--- src/rtl/oneshot_arm_pkg.sv ---
package oneshot_arm_pkg;

    // Why an evaluation did not produce a start command.
    typedef enum logic [2:0] {
        SKIP_NONE   = 3'd0,
        SKIP_LATER  = 3'd1,
        SKIP_PASSED = 3'd2,
        SKIP_SHORT  = 3'd3,
        SKIP_LIMIT  = 3'd4
    } skip_e;

    // Control flags of the requester.
    typedef struct packed {
        logic running;
        logic pending;
        logic inflight;
        logic stuck;
    } arm_flags_t;

    function automatic int unsigned ticks_of(input int unsigned us, input int unsigned per_us);
        return us * per_us;
    endfunction

endpackage

--- src/rtl/osa_span_calc.sv ---
module osa_span_calc
    import oneshot_arm_pkg::*;
#(
    parameter int TB_W         = 32,
    parameter int US_W         = 32,
    parameter int TICKS_PER_US = 16,
    parameter int MIN_US       = 500,
    parameter int MAX_UPD      = 2,
    parameter int CNT_W        = 2
) (
    input  logic [TB_W-1:0]  target,
    input  logic [TB_W-1:0]  now,
    input  logic             running,
    input  logic [TB_W-1:0]  stamp,
    input  logic [CNT_W-1:0] upd_cnt,
    output skip_e            skip,
    output logic [US_W-1:0]  us_count
);
    localparam int unsigned MIN_TICKS = ticks_of(MIN_US, TICKS_PER_US);

    logic [TB_W-1:0] ahead;
    logic [TB_W:0]   rounded;

    always_comb begin
        skip = SKIP_NONE;
        if (running) begin
            if (target >= stamp)
                skip = SKIP_LATER;
            else if (now >= stamp)
                skip = SKIP_PASSED;
            else if ((stamp - now) <= TB_W'(MIN_TICKS))
                skip = SKIP_SHORT;
        end
        if (skip == SKIP_NONE && upd_cnt >= CNT_W'(MAX_UPD))
            skip = SKIP_LIMIT;
    end

    always_comb begin
        ahead    = target - now;
        rounded  = ({1'b0, ahead} + (TB_W+1)'(TICKS_PER_US - 1)) / (TB_W+1)'(TICKS_PER_US);
        us_count = US_W'(MIN_US);
        if (target > now && ahead > TB_W'(MIN_TICKS))
            us_count = US_W'(rounded);
    end
endmodule

--- src/rtl/osa_stall_watch.sv ---
module osa_stall_watch
    import oneshot_arm_pkg::*;
#(
    parameter int TB_W         = 32,
    parameter int TICKS_PER_US = 16,
    parameter int STUCK_US     = 10000
) (
    input  logic            running,
    input  logic [TB_W-1:0] stamp,
    input  logic [TB_W-1:0] now,
    output logic            trip
);
    localparam int unsigned LIMIT_TICKS = ticks_of(STUCK_US, TICKS_PER_US);

    logic [TB_W:0] deadline;

    always_comb begin
        deadline = {1'b0, stamp} + (TB_W+1)'(LIMIT_TICKS);
        trip     = running && ({1'b0, now} > deadline);
    end
endmodule

--- src/rtl/oneshot_arm_ctrl.sv ---
module oneshot_arm_ctrl
    import oneshot_arm_pkg::*;
#(
    parameter int TB_W         = 32,
    parameter int US_W         = 32,
    parameter int TICKS_PER_US = 16,
    parameter int MIN_US       = 500,
    parameter int MAX_UPD      = 2,
    parameter int STUCK_US     = 10000
) (
    input  logic            clk,
    input  logic            rst,
    input  logic            tgt_valid,
    input  logic [TB_W-1:0] tgt_time,
    input  logic [TB_W-1:0] now,
    input  logic            cmd_done,
    input  logic            cmd_ok,
    input  logic            expiry,
    output logic            start_req,
    output logic [US_W-1:0] start_us,
    output logic            stuck
);
    localparam int CNT_W = $clog2(MAX_UPD + 1);

    logic [TB_W-1:0]  target;
    logic [TB_W-1:0]  stamp;
    logic [CNT_W-1:0] upd_cnt;
    arm_flags_t       fl;

    logic             take_new;
    logic             attempt;
    logic             issue;
    logic             trip;
    logic [TB_W-1:0]  cand;
    logic [US_W-1:0]  calc_us;
    skip_e            skip;

    // A differing target is taken when idle; otherwise only if it is earlier.
    always_comb begin
        take_new = tgt_valid && (tgt_time != target) &&
                   ((!fl.inflight && !fl.pending) || (tgt_time < target));
        cand     = take_new ? tgt_time : target;
        attempt  = !fl.stuck && !fl.inflight && (fl.pending || take_new);
        issue    = attempt && (skip == SKIP_NONE);
    end

    osa_span_calc #(
        .TB_W(TB_W), .US_W(US_W), .TICKS_PER_US(TICKS_PER_US),
        .MIN_US(MIN_US), .MAX_UPD(MAX_UPD), .CNT_W(CNT_W)
    ) u_span (
        .target(cand), .now(now), .running(fl.running), .stamp(stamp),
        .upd_cnt(upd_cnt), .skip(skip), .us_count(calc_us)
    );

    osa_stall_watch #(
        .TB_W(TB_W), .TICKS_PER_US(TICKS_PER_US), .STUCK_US(STUCK_US)
    ) u_watch (
        .running(fl.running), .stamp(stamp), .now(now), .trip(trip)
    );

    always_ff @(posedge clk) begin
        if (rst) begin
            target    <= '0;
            stamp     <= '1;
            upd_cnt   <= '0;
            fl        <= '0;
            start_req <= 1'b0;
            start_us  <= US_W'(MIN_US);
        end else begin
            start_req <= issue;
            if (take_new)
                target <= tgt_time;
            if (attempt)
                fl.pending <= 1'b0;
            else if (take_new && fl.inflight)
                fl.pending <= 1'b1;
            if (issue) begin
                start_us    <= calc_us;
                fl.inflight <= 1'b1;
            end
            if (expiry)
                upd_cnt <= '0;
            else if (issue)
                upd_cnt <= upd_cnt + CNT_W'(1);
            if (expiry)
                fl.running <= 1'b0;
            if (trip) begin
                fl.running <= 1'b0;
                fl.stuck   <= 1'b1;
            end
            if (cmd_done && fl.inflight) begin
                fl.inflight <= 1'b0;
                if (cmd_ok && !fl.stuck) begin
                    fl.running <= 1'b1;
                    stamp      <= now + TB_W'(start_us) * TB_W'(TICKS_PER_US);
                end
            end
        end
    end

    assign stuck = fl.stuck;

    assert_one_cmd_R11: assert property (@(posedge clk) disable iff (rst)
        fl.inflight |=> !start_req);

    assert_min_count_R1: assert property (@(posedge clk) disable iff (rst)
        start_req |-> (start_us >= US_W'(MIN_US)));

    assert_rate_limit_R4: assert property (@(posedge clk) disable iff (rst)
        start_req |-> (upd_cnt <= CNT_W'(MAX_UPD)));

    assert_stuck_hold_R8: assert property (@(posedge clk) disable iff (rst)
        fl.stuck |=> (fl.stuck && !start_req));
endmodule

--- config.mk ---
export PLATFORM = sky130hd
export DESIGN_NAME = oneshot_arm_ctrl
export DESIGN_NICKNAME = d
export VERILOG_FILES = /design/src/rtl/oneshot_arm_pkg.sv /design/src/rtl/osa_span_calc.sv /design/src/rtl/osa_stall_watch.sv /design/src/rtl/oneshot_arm_ctrl.sv
export SDC_FILE = /design/constraint.sdc
export NUM_CORES = 1
export LEC_CHECK = 0
export ABC_CLOCK_PERIOD_IN_PS = 8000
export CAP_MARGIN = 30
export CORE_ASPECT_RATIO = 1.25
export CORE_UTILIZATION = 61
export CTS_BUF_LIST = sky130_fd_sc_hd__clkbuf_16
export DETAILED_ROUTE_END_ITERATION = 10
export PLACE_DENSITY_LB_ADDON = 0.08
export SETUP_SLACK_MARGIN = 0.05
export SKIP_CTS_REPAIR_TIMING = 1
export SYNTH_ARGS = -nofsm -noshare
export SYNTH_HDL_FRONTEND = slang
export SYNTH_SLANG_ARGS = --single-unit
--- constraint.sdc ---
create_clock -name clk -period 8 [get_ports clk]
set_clock_uncertainty 0.2 [all_clocks]
set_input_delay 0.8 -clock clk [delete_from_list [all_inputs] [get_ports clk]]
set_output_delay 0.8 -clock clk [all_outputs]
set_load 0.01 [all_outputs]
==> impl_results.md <==
- Status: complete, no violations
- First-pass GRT wire length: 60.9 mm
- Post-Syn Area per Cell: 7.73 µm²
- Vias in the first global route: 11800
- IO Pins: 104
- Synthesis-stage register bit count: 100
- GRT Util Overall: 0.370
- Slew Limit Fails: 0
- Clk Latency, worst-skew pair: 0.37 ns
- Final Critical Period: 7.46 ns
- Fraction of layout cells with a size suffix above 1: 0.0560
- Switching Fraction: 0.435
- Clk sink count: 100
- Residual DRC count: 0
- Min-delay src: target[30]
- Via count: 12500
- Top cells by area, synth: ha_1 19%, dfxtp_1 16%, nand2_1 5.0%
- FF-to-FF path depth: 28
- Most used cell, CP: a21oi_1
- Peak supply drop: 129 µV
- Netlist cell types: 93
- Dpl hpwl: 31.4 mm
- CTS root buf: clkbuf_16
- Max Root-Sink Buffers: 2
- Beginning of the critical path: tgt_time[9]
- Int Pwr: 1.32 mW
- Final-report hold violation count: 0
- WS Path Type: input port to flop
- Largest net degree at the start of global routing: 65
- DRT Pass-1 Iters: 5
- Asr flop ratio synth: 0
- Worst hold path stage count: 2
- Worst EP required: 8.05 ns
- Routed wire length: 38.8 mm
- Slowest CP cell: or4b_1
- Grt ovf: 0
- Lkg Pwr: 6.50 nW
- Max-cap violations: 0
- CTS tree: built
- H-tree Lvls: 3
- Area leader, netlist: ha_1
- DRT iter0 DRCs: 1063
- Crit end category: flop
- Comb power frac: 0.543
- Die area: 0.0213 mm²
- Post-Syn Area: 0.0126 mm²
- TritonCTS buffer count: 9
- EDFF count, synth: 0
- Post-synth top area share: 0.188
- Clock transition at path regs: 0.08 ns
- Nets: 1953
- CP max FO: 29
- Worst Path Arrival: 7.50 ns
- GPL Wtd Cong: 0.967
- RSZ-0062 raised after global routing: false
- P per Cell Area: 165 mW/mm²
- Flop pwr share: 0.251
- Initial antenna violation count: 0
- # diodes: 0
- Setup violators final: 0
- Routed Antenna Nets: 0
- Row Count: 58
- Startpoint Class: input port
- FF-to-FF Start: target[9]
- Slew at the pin closest to its max-slew limit: 0.860 ns
- Top_reg_cell synth: dfxtp_1
- Area Growth Syn to Fin: 11.8%
- Max Freq: 134 MHz
- Vias per cell: 6.38
- Max incr delay on CP: 0.48 ns
- Sw power: 1.01 mW
- WL/cell: 19.7 µm
- Final Core Density: 0.698
- Setup TNS: 0 ns
- Die H: 163 µm
- Chip width: 131 µm
- Post-Synthesis Cells: 1631
- Syn. warnings: 0
- Buffers on Ports: 100
- Crit share post-route: 0.932
- Sequential area share after synthesis: 0.159
- Core outline area: 0.0202 mm²
- Initial Utilization: 0.625
- Clock power frac: 0.206
- Max-slew headroom: 0.421
- Worst Hold Class: flop to flop
==> through the flow <==
step | hold WS [ns] | cells | power, mW | worst slack, ns | instance area, µm²
global route | 0.288 | 1967 | 2.48 | 0.0870 | 14100
floorplan | 0.245 | 1633 | 1.49 | 1.16 | 12600
finish | 0.277 | 1967 | 2.33 | 0.544 | 14100
detailed placement | 0.265 | 1951 | 1.82 | 0.270 | 13800
global placement | 0.253 | 1950 | 1.81 | 0.474 | 13800
CTS | 0.277 | 1967 | 2.31 | 0.583 | 14100
==> metal layers <==
metal  vias to the layer above  wire, µm  global-route usage
met2                       469     17400               0.598
met1                      5889     17300               0.500
met3                        81      2840              0.0506
met4                         0      1270               0.126
li1                       6108         -                   -
met5                         -         0                   0
==> area by class of cell <==
class / count / area, µm²
clock buffers: 9 / 225
flip-flops and latches: 100 / 2000
fillers: 1765 / 6080
repair buffers: 112 / 1100
well taps: 270 / 338
inverters: 129 / 484
multi-input cells: 1340 / 9860
clock inverters: 7 / 81.3
==> flip-flops by register name, indices dropped and copies added (netlist names) <==
register / cells
fl: 3
stamp: 32
start_req: 1
start_us: 29
stuck: 1
target: 32
upd_cnt: 2
==> Yosys cell counts (6+ instances only) <==
cell type / instances
a211oi_1: 22
a21boi_0: 8
a21o_1: 74
a21oi_1: 114
a31oi_1: 9
and2_1: 10
and3_1: 27
buf_1: 6
buf_2: 11
clkbuf_1: 42
dfxtp_1: 100
ha_1: 189
inv_1: 128
mux2_2: 31
mux2i_1: 38
nand2_1: 167
nand2b_1: 21
nand3_1: 46
nand3b_1: 7
nand4_1: 36
nor2_1: 88
nor2b_1: 16
nor3_1: 29
nor3b_1: 12
nor4_1: 11
o2111ai_1: 9
o211ai_1: 27
o21a_1: 15
o21ai_0: 72
o2bb2ai_1: 21
o311ai_0: 6
or3_1: 11
xnor2_1: 65
xor2_1: 31
==> path summary, 6_finish.rpt <==
path / slack (ns) / end
setup / recovery: 0.54 / start_us[3]
hold / removal: 0.28 / target[30]
setup reg to reg: 1.06 / start_us[3]
hold reg to reg: 0.28 / target[30]
==> power by group through the flow <==
| stage | sequential [mW] | clock (mW) | combinational, mW |
|---|---|---|---|
| after floorplan | 0.585 | 0 | 0.903 |
| after global placement | 0.594 | 0 | 1.21 |
| after detailed placement | 0.595 | 0 | 1.23 |
| after CTS | 0.584 | 0.481 | 1.24 |
| after global routing | 0.589 | 0.498 | 1.39 |
| final | 0.586 | 0.480 | 1.26 |
==> worst max-delay path: cells and delay by family <==
kind	cells	cell delay (ns)
AND/OR/NAND/NOR	5	1.00
buffers and inverters	3	0.84
multiplexers	1	0.41
XOR/XNOR	1	0.21
adder cells (fa/ha/maj)	3	0.99
AO/OA/AOI/OAI	15	3.22
==> kinds of logic after synthesis <==
family	share of synthesized area
buffers and inverters	0.0603
flip-flops	0.159
AND/OR/NAND/NOR	0.205
adder cells (fa/ha/maj)	0.191
XOR/XNOR	0.0667
multiplexers	0.0579
other	0.000297
AO/OA/AOI/OAI	0.260
==> cell usage in the layout, fill, tap and decap left out, drive strengths merged, types with 7 or more instances in the layout <==
cell	netlist	routed
nor3b	12	12
a31oi	9	9
inv	129	132
a21oi	117	117
o21a	15	15
clkbuf	42	9
a21o	74	74
or3	11	11
clkdlybuf4s50	0	100
nor4	13	13
dfxtp	100	100
buf	22	12
o211ai	31	31
a211oi	26	26
ha	189	189
a21boi	10	10
nor2	88	88
nor3	29	29
mux2	31	31
nand2b	21	21
xnor2	65	65
and2	10	10
nand2	169	169
xor2	31	31
o21ai	75	75
nor2b	16	16
nand3b	7	7
o2bb2ai	22	22
nand4	36	36
nand3	46	46
and3	27	27
mux2i	38	38
o2111ai	9	9
No activity file was read; power rests on OpenSTA's default activity.
